File: src/rtl/usb_intr_pacer_pkg.sv
`timescale 1ns/1ps
package usb_intr_pacer_pkg;
  localparam int REG_W   = 32;
  localparam int THR_LSB = 16;
  localparam int THR_W   = 8;
  localparam int DB_BIT  = 6;
  localparam int ASE_BIT = 5;

  typedef enum logic [1:0] {
    SEL_CMD  = 2'd0,
    SEL_STS  = 2'd1,
    SEL_ENA  = 2'd2,
    SEL_NONE = 2'd3
  } reg_sel_e;

  // a legal threshold is a single set bit no higher than 2**max_log
  function automatic logic thr_is_legal(input logic [THR_W-1:0] v, input int max_log);
    logic [THR_W-1:0] lim;
    lim = THR_W'(1) << max_log;
    return (v != '0) && ((v & (v - THR_W'(1))) == '0) && (v <= lim);
  endfunction

  function automatic logic [REG_W-1:0] pack_cmd(input logic [THR_W-1:0] thr,
                                               input logic db, input logic ase);
    logic [REG_W-1:0] r;
    r = '0;
    r[THR_LSB +: THR_W] = thr;
    r[DB_BIT]  = db;
    r[ASE_BIT] = ase;
    return r;
  endfunction
endpackage

File: src/rtl/upc_cmd_slice.sv
`timescale 1ns/1ps
module upc_cmd_slice
  import usb_intr_pacer_pkg::*;
#(
  parameter int               MAX_LOG = 6,
  parameter logic [THR_W-1:0] THR_RST = 8'h08
) (
  input  logic             clk,
  input  logic             rst_n,
  input  logic             wr_cmd,
  input  logic [THR_W-1:0] wr_thr,
  input  logic             wr_db,
  input  logic             wr_ase,
  input  logic             evict_done,
  output logic [THR_W-1:0] thr_q,
  output logic             ase_q,
  output logic             db_q,
  output logic             thr_chg,
  output logic             aa_set
);
  // named internal events
  assign thr_chg = wr_cmd && thr_is_legal(wr_thr, MAX_LOG) && (wr_thr != thr_q);
  assign aa_set  = db_q && evict_done;

  always_ff @(posedge clk) begin
    if (!rst_n) begin
      thr_q <= THR_RST;
      ase_q <= 1'b0;
      db_q  <= 1'b0;
    end else begin
      if (thr_chg) thr_q <= wr_thr;
      if (wr_cmd)  ase_q <= wr_ase;
      if (aa_set)                db_q <= 1'b0;
      else if (wr_cmd && !wr_ase) db_q <= 1'b0;
      else if (wr_cmd && wr_db)  db_q <= 1'b1;
    end
  end

  a_r2_thr_legal: assert property (@(posedge clk) disable iff (!rst_n)
    thr_is_legal(thr_q, MAX_LOG));
  a_r5_db_needs_ase: assert property (@(posedge clk) disable iff (!rst_n)
    db_q |-> ase_q);
  a_r6_db_self_clear: assert property (@(posedge clk) disable iff (!rst_n)
    aa_set |=> !db_q);
  a_r2_illegal_kept: assert property (@(posedge clk) disable iff (!rst_n)
    (wr_cmd && !thr_is_legal(wr_thr, MAX_LOG)) |=> $stable(thr_q));
endmodule

File: src/rtl/upc_interval_timer.sv
`timescale 1ns/1ps
module upc_interval_timer
  import usb_intr_pacer_pkg::*;
#(
  parameter int MAX_LOG = 6
) (
  input  logic             clk,
  input  logic             rst_n,
  input  logic             tick,
  input  logic             restart,
  input  logic [THR_W-1:0] thr,
  output logic             boundary
);
  localparam int CNT_W = MAX_LOG + 1;

  logic [CNT_W-1:0] cnt_q;

  assign boundary = tick && !restart && (THR_W'(cnt_q) == (thr - THR_W'(1)));

  always_ff @(posedge clk) begin
    if (!rst_n)        cnt_q <= '0;
    else if (restart)  cnt_q <= '0;
    else if (boundary) cnt_q <= '0;
    else if (tick)     cnt_q <= cnt_q + CNT_W'(1);
  end

  a_r8_cnt_below_thr: assert property (@(posedge clk) disable iff (!rst_n)
    THR_W'(cnt_q) < thr);
  a_r10_restart_zero: assert property (@(posedge clk) disable iff (!rst_n)
    restart |=> (cnt_q == '0));
endmodule

File: src/rtl/upc_status_irq.sv
`timescale 1ns/1ps
module upc_status_irq #(
  parameter int NSTS = 5
) (
  input  logic            clk,
  input  logic            rst_n,
  input  logic [NSTS-1:0] set_vec,
  input  logic [NSTS-1:0] clr_vec,
  input  logic            ena_wr,
  input  logic [NSTS-1:0] ena_wdata,
  input  logic            boundary,
  output logic [NSTS-1:0] sts_q,
  output logic [NSTS-1:0] ena_q,
  output logic            pend_any,
  output logic            irq
);
  logic irq_q;

  assign pend_any = |(sts_q & ena_q);
  assign irq      = irq_q && pend_any;

  always_ff @(posedge clk) begin
    if (!rst_n) begin
      sts_q <= '0;
      ena_q <= '0;
      irq_q <= 1'b0;
    end else begin
      sts_q <= (sts_q & ~clr_vec) | set_vec;
      if (ena_wr) ena_q <= ena_wdata;
      irq_q <= (irq_q || boundary) && pend_any;
    end
  end

  a_r8_rise_on_boundary: assert property (@(posedge clk) disable iff (!rst_n)
    $rose(irq) |-> $past(boundary));
  a_r7_w1c: assert property (@(posedge clk) disable iff (!rst_n)
    1'b1 |=> ((sts_q & $past(clr_vec & ~set_vec)) == '0));
  a_r7_set_wins: assert property (@(posedge clk) disable iff (!rst_n)
    1'b1 |=> ((sts_q & $past(set_vec)) == $past(set_vec)));
endmodule

File: src/rtl/usb_intr_pacer.sv
`timescale 1ns/1ps
module usb_intr_pacer
  import usb_intr_pacer_pkg::*;
#(
  parameter int NUM_SRC = 4,
  parameter int MAX_LOG = 6
) (
  input  logic               clk,
  input  logic               rst_n,
  input  logic               bus_wr,
  input  logic [1:0]         bus_addr,
  input  logic [REG_W-1:0]   bus_wdata,
  output logic [REG_W-1:0]   bus_rdata,
  input  logic               uframe_tick,
  input  logic [NUM_SRC-1:0] src_evt,
  input  logic               evict_done,
  output logic               evict_req,
  output logic               async_en,
  output logic               irq
);
  localparam int NSTS = NUM_SRC + 1;

  reg_sel_e         sel;
  logic             wr_cmd, wr_sts, wr_ena;
  logic [THR_W-1:0] thr_q;
  logic             ase_q, db_q, thr_chg, aa_set, boundary, pend_any;
  logic [NSTS-1:0]  sts_q, ena_q, set_vec, clr_vec;
  logic             unused_wdata;

  assign sel    = reg_sel_e'(bus_addr);
  assign wr_cmd = bus_wr && (sel == SEL_CMD);
  assign wr_sts = bus_wr && (sel == SEL_STS);
  assign wr_ena = bus_wr && (sel == SEL_ENA);
  assign unused_wdata = ^bus_wdata;

  assign set_vec = {src_evt, aa_set};
  assign clr_vec = wr_sts ? bus_wdata[NSTS-1:0] : '0;

  upc_cmd_slice #(.MAX_LOG(MAX_LOG)) cmd_i (
    .clk(clk), .rst_n(rst_n), .wr_cmd(wr_cmd),
    .wr_thr(bus_wdata[THR_LSB +: THR_W]), .wr_db(bus_wdata[DB_BIT]),
    .wr_ase(bus_wdata[ASE_BIT]), .evict_done(evict_done),
    .thr_q(thr_q), .ase_q(ase_q), .db_q(db_q),
    .thr_chg(thr_chg), .aa_set(aa_set)
  );

  upc_interval_timer #(.MAX_LOG(MAX_LOG)) tmr_i (
    .clk(clk), .rst_n(rst_n), .tick(uframe_tick), .restart(thr_chg),
    .thr(thr_q), .boundary(boundary)
  );

  upc_status_irq #(.NSTS(NSTS)) sts_i (
    .clk(clk), .rst_n(rst_n), .set_vec(set_vec), .clr_vec(clr_vec),
    .ena_wr(wr_ena), .ena_wdata(bus_wdata[NSTS-1:0]), .boundary(boundary),
    .sts_q(sts_q), .ena_q(ena_q), .pend_any(pend_any), .irq(irq)
  );

  assign evict_req = db_q;
  assign async_en  = ase_q;

  always_comb begin
    unique case (sel)
      SEL_CMD: bus_rdata = pack_cmd(thr_q, db_q, ase_q);
      SEL_STS: bus_rdata = REG_W'(sts_q);
      SEL_ENA: bus_rdata = REG_W'(ena_q);
      default: bus_rdata = '0;
    endcase
  end

  a_r6_aa_status_set: assert property (@(posedge clk) disable iff (!rst_n)
    (evict_req && evict_done) |=> (sts_q[0] && !evict_req));
  a_r6_stray_done_ignored: assert property (@(posedge clk) disable iff (!rst_n)
    (!evict_req && !src_evt[0] && !wr_cmd && !wr_sts && !sts_q[0]) |=> !sts_q[0]);
  a_r9_irq_needs_pending: assert property (@(posedge clk) disable iff (!rst_n)
    irq |-> (|(sts_q & ena_q)));
endmodule

File: config.mk
export PLATFORM = sky130hd
export DESIGN_NAME = usb_intr_pacer
export DESIGN_NICKNAME = d
export VERILOG_FILES = /design/src/rtl/usb_intr_pacer_pkg.sv /design/src/rtl/upc_cmd_slice.sv /design/src/rtl/upc_interval_timer.sv /design/src/rtl/upc_status_irq.sv /design/src/rtl/usb_intr_pacer.sv
export SDC_FILE = /design/constraint.sdc
export NUM_CORES = 1
export LEC_CHECK = 0
export BUFFER_PORTS_ARGS = -buffer_cell sky130_fd_sc_hd__buf_2
export CORE_MARGIN = 4
export CORE_UTILIZATION = 48
export DETAILED_ROUTE_END_ITERATION = 8
export PLACE_DENSITY = 0.81
export SKIP_CTS_REPAIR_TIMING = 1
export SLEW_MARGIN = 25
export SYNTH_ARGS = -nofsm -noshare
export SYNTH_HDL_FRONTEND = slang
export SYNTH_HIERARCHICAL = 1
export SYNTH_SLANG_ARGS = --single-unit
File: constraint.sdc
create_clock -name clk -period 3.4 [get_ports clk]
set_clock_uncertainty 0.05 [all_clocks]
set_input_delay 0.17 -clock clk [delete_from_list [all_inputs] [get_ports clk]]
set_output_delay 0.17 -clock clk [all_outputs]
set_load 0.01 [all_outputs]
* Word level (Yosys, flattened, before mapping)
Cells that the tools add are included.
** Storage, ports and cells
- Register bits after elaboration :: 28
- Bits of input ports :: 43
- Output and inout bits :: 35
- Logic and storage cells :: 46
** Cells by class
- $add $sub $neg :: 3
- $lt $le $gt $ge :: 1
- Equal/unequal tests :: 4
- Multiplexer cells :: 2
- Bitwise logic cells :: 6
- Reductions and logical operators :: 23
** Operators by type and width (number)
- 24-bit one-hot mux with 3 select lines :: 1
- 8-bit by 1-bit subtractor with 8-bit output, second input constant :: 2
- 1-bit logical AND :: 14
- 5-bit AND :: 2
- 8-bit AND :: 1
- 7-bit by 8-bit == test with 1-bit output :: 1
- 8-bit by 7-bit less-or-equal comparator with 1-bit output, second input constant :: 1
- 8-bit logical NOT :: 1
- 8-bit != test :: 1
- 8-bit nonzero test :: 1
- 7-bit by 1-bit adder with 7-bit output, second input constant :: 1
- 3-bit OR reduction :: 2
- 5-bit two-way mux :: 1
- 5-bit inverter :: 1
- 5-bit OR :: 1
- 5-bit OR reduction :: 1
- 2-bit by 1-bit == test with 1-bit output, second input constant :: 1
- 2-bit == test, second input constant :: 1
- 1-bit logical NOT :: 2
- 2-bit logical NOT :: 1
- 1-bit logical OR :: 1
- 1-bit inverter :: 1

* Depth between registers and ports, before layout
- Depth after elaboration :: 12
- Gate-level depth with buffers :: 12

* Hierarchy
Netlist, hierarchy kept.
** Modules (own cells, without submodules)
- upc_interval_timer :: instances 1, cells each 71, area each 606.8 um^2, sequential area each 140.1 um^2
- upc_cmd_slice :: instances 1, cells each 67, area each 569.3 um^2, sequential area each 200.2 um^2
- upc_status_irq :: instances 1, cells each 39, area each 419.2 um^2, sequential area each 220.2 um^2
- usb_intr_pacer :: instances 1, cells each 45, area each 320.3 um^2, sequential area each 0.0 um^2

* Worst setup path after synthesis
No wires, ideal clock.
- Path type :: in2reg
- From :: input bus_wdata[17]
- To :: register sts_i.irq_q
- Library setup time :: 70 ps
- Arrival time :: 2336 ps
- Slack :: 945 ps
- Stages :: 11
- Path buffers :: 1
- Cells stage by stage :: or4_4 > or3_1 > a31oi_1 > nor3_1 > buf_6 > nor4b_2 > nand2_1 > a221oi_4 > and2_1 > o21ai_1 > a21oi_1
** Between the ends
- Word-level cells in the longest chain between the ends :: 12
** Ends and longest elaborated chain
- from (decl) :: RTL line usb_intr_pacer.sv:12 : input logic [REG_W-1:0] bus_wdata,
- 8-bit by 1-bit subtractor with 8-bit output :: RTL line usb_intr_pacer_pkg.sv:20 : return (v != '0) && ((v & (v - THR_W'(1))) == '0) && (v <= lim);
- 8-bit AND :: RTL line usb_intr_pacer_pkg.sv:20
- 8-bit logical NOT :: RTL line usb_intr_pacer_pkg.sv:20
- 1-bit logical AND (2 in series) :: RTL line usb_intr_pacer_pkg.sv:20
- 1-bit logical AND :: RTL line upc_cmd_slice.sv:22 : assign thr_chg = wr_cmd && thr_is_legal(wr_thr, MAX_LOG) && (wr_thr != thr_q);
- 1-bit logical AND * :: RTL line upc_cmd_slice.sv:22
- named net thr_chg :: RTL line usb_intr_pacer.sv:26 : logic ase_q, db_q, thr_chg, aa_set, boundary, pend_any;
- 1-bit logical NOT * :: RTL line upc_interval_timer.sv:18 : assign boundary = tick && !restart && (THR_W'(cnt_q) == (thr - THR_W'(1)));
- 1-bit logical AND * (2 in series) :: RTL line upc_interval_timer.sv:18
- named net boundary :: RTL line usb_intr_pacer.sv:26
- 1-bit logical OR * :: RTL line upc_status_irq.sv:30 : irq_q <= (irq_q || boundary) && pend_any;
- 1-bit logical AND * :: RTL line upc_status_irq.sv:30
- to (signal assigned) :: RTL line upc_status_irq.sv:30
- to (decl) :: RTL line upc_status_irq.sv:17 : logic irq_q;
Mark *: on every way through the listed nets, which the timed path passes. The rest lies on a longest branch.
A chain may end at the register's enable or synchronous reset.

* Final worst setup path
Ends and elaborated chain as after synthesis.

==> flow_summary.ini <==
[drt]
vias_per_cell = 5.11
drcViolationCount = 0
finalWirelength_um = 3850
vias = 1579
drt_first_pass_iters = 4
ant_nets = 0
wire_per_inst_um = 12.4
drt_iter0_markers = 58

[timing]
rsz0062_at_grt = false
setup_slack_ns = 0.964
post-route-min-period_ns = 2.44
worstMarginPinSlew_ns = 0.501
fin_crit_sh = 0.717
fin_setup_tns_ns = 0
slew_headroom = 0.665
setup_viol = 0
slew_violations = 0
finalHoldViolCount = 0
fmax_mhz = 410

[clock_network]
h-tree-depth = 1
cts_tree = done
clockBufferDepth = 2
clk_latency_ns = 0.27
cts_sinks = 28
root_buffer = clkbuf_8
cts_buffers = 3
path_clk_slew_ns = 0.09

[layout]
nFillCells = 347
area_growth_pct = 12.6
n_antenna_cell = 0
fin_nets = 307
drive_gt1_frac = 0.230

[setup_path]
end_kind = flip-flop
cp_max_fo = 8
arrival_ns = 2.59
critPathKind = primary input to flip-flop
reg2reg_slack_ns = 1.05
cp-start-kind = primary input
critPathRequiredTime_ns = 3.55

[global_routing]
overflow = 0
grt_max_degree = 30
grt_usage = 0.152
grt_pass1_wl_um = 6450
grt_pass1_vias = 1452
antenna_found_initial = 0

[die]
rows = 22
coreArea_mm2 = 0.00374
ios = 78
die-area_mm2 = 0.00506
die_w_um = 71.1
die_h_um = 71.1
start_util = 0.511

[placed_design]
dp_worst_setup_slack_ns = 0.712
routabilityCongestion = 0.825
dp_hpwl_um = 2930
port_buffers = 43

[power_and_ir_drop]
p_sw_uw = 163
clkPwrFrac = 0.371
p_per_area_mw_per_mm2 = 325
p_leak_nw = 0.910
internal-power_uw = 537
comb_power_share = 0.134
pwr-share-seq = 0.495
sw_frac_of_total = 0.233
ir_worst_vdd_uv = 439

[logic_synthesis]
syn_avg_cell_area_um2 = 8.65
yosysWarnings = 6
netlist_area_mm2 = 0.00191
synthCells = 221

[status]
outcome = finished clean

[min_path]
worst_hold_path_type = primary input to flip-flop

[job]
cap_violations = 0
path summary, 6_finish.rpt:
path	start	endpoint	depth (start not counted)
setup / recovery	bus_wdata[17]	sts_i/irq_q	11
hold / removal	src_evt[2]	sts_i/sts_q[3]	2
setup reg to reg	cmd_i/thr_q[3]	sts_i/irq_q	10
hold reg to reg	cmd_i/thr_q[7]	cmd_i/thr_q[7]	2
cell usage in the layout, fill, tap and decap left out, types with 3 or more instances in the layout:
cell type,count
xnor2_1,17
a22o_1,5
inv_1,5
a21oi_1,9
mux2i_1,13
a31oi_1,3
o21ai_0,4
nor2b_1,18
and3_1,7
conb_1,17
o21a_1,5
and2_1,14
nand4_1,5
nand2_1,24
nor2_1,5
xor2_1,3
dfxtp_1,28
buf_2,43
clkbuf_8,3
per-layer routing:
| layer | part of all wire | vias up | global-route usage |
|---|---|---|---|
| met5 | 0 | - | 0 |
| met4 | 0.0070 | 0 | 0.0355 |
| met3 | 0.085 | 4 | 0.0426 |
| met2 | 0.47 | 45 | 0.260 |
| met1 | 0.43 | 721 | 0.189 |
| li1 | - | 809 | - |
per-stage QoR:
stage	utilization	power (mW)	std cells	area (µm²)	hold slack, ns
2_1_floorplan	-	0.428	237	1970	0.244
3_3_place_gp	0.556	0.444	305	2080	0.342
3_5_place_dp	0.556	0.447	305	2080	0.338
4_1_cts	0.575	0.708	309	2150	0.0493
5_1_grt	0.575	0.737	309	2150	0.0426
6_report	0.575	0.700	309	2150	0.0575
layout make-up:
| cell class | instances | area, µm² | share of cell area |
|---|---|---|---|
| clock buffer | 3 | 41.3 | 0.0192 |
| clock inverter | 1 | 30.0 | 0.0139 |
| inverter | 5 | 18.8 | 0.00872 |
| multi-input combinational | 180 | 1220 | 0.567 |
| sequential | 28 | 561 | 0.260 |
| tap | 48 | 60.1 | 0.0279 |
| timing repair buffer | 44 | 223 | 0.103 |
power by group through the flow:
| stage | clock (mW) | combinational [mW] | sequential [mW] |
|---|---|---|---|
| after floorplan | 0 | 0.0766 | 0.352 |
| after global placement | 0 | 0.0908 | 0.353 |
| after detailed placement | 0 | 0.0934 | 0.354 |
| after CTS | 0.268 | 0.0939 | 0.346 |
| after global routing | 0.284 | 0.105 | 0.348 |
| final | 0.260 | 0.0937 | 0.346 |
flip-flops by register name, summed over array words and instances, names as in the netlist:
register     flops
sts_i/ena_q      5
cmd_i/thr_q      8
cmd_i/ase_q      1
tmr_i/cnt_q      7
cmd_i/db_q       1
sts_i/irq_q      1
sts_i/sts_q      5
critical path: stages:
cell	delay, ns
buf_2	0.13
or4_4	0.54
or3_1	0.31
a31oi_1	0.18
nor3_1	0.10
nor4b_2	0.28
nand2_1	0.12
a221oi_4	0.37
and2_1	0.18
o21ai_1	0.06
a21oi_1	0.14
Note: power is estimated with default switching activity, not from simulation.
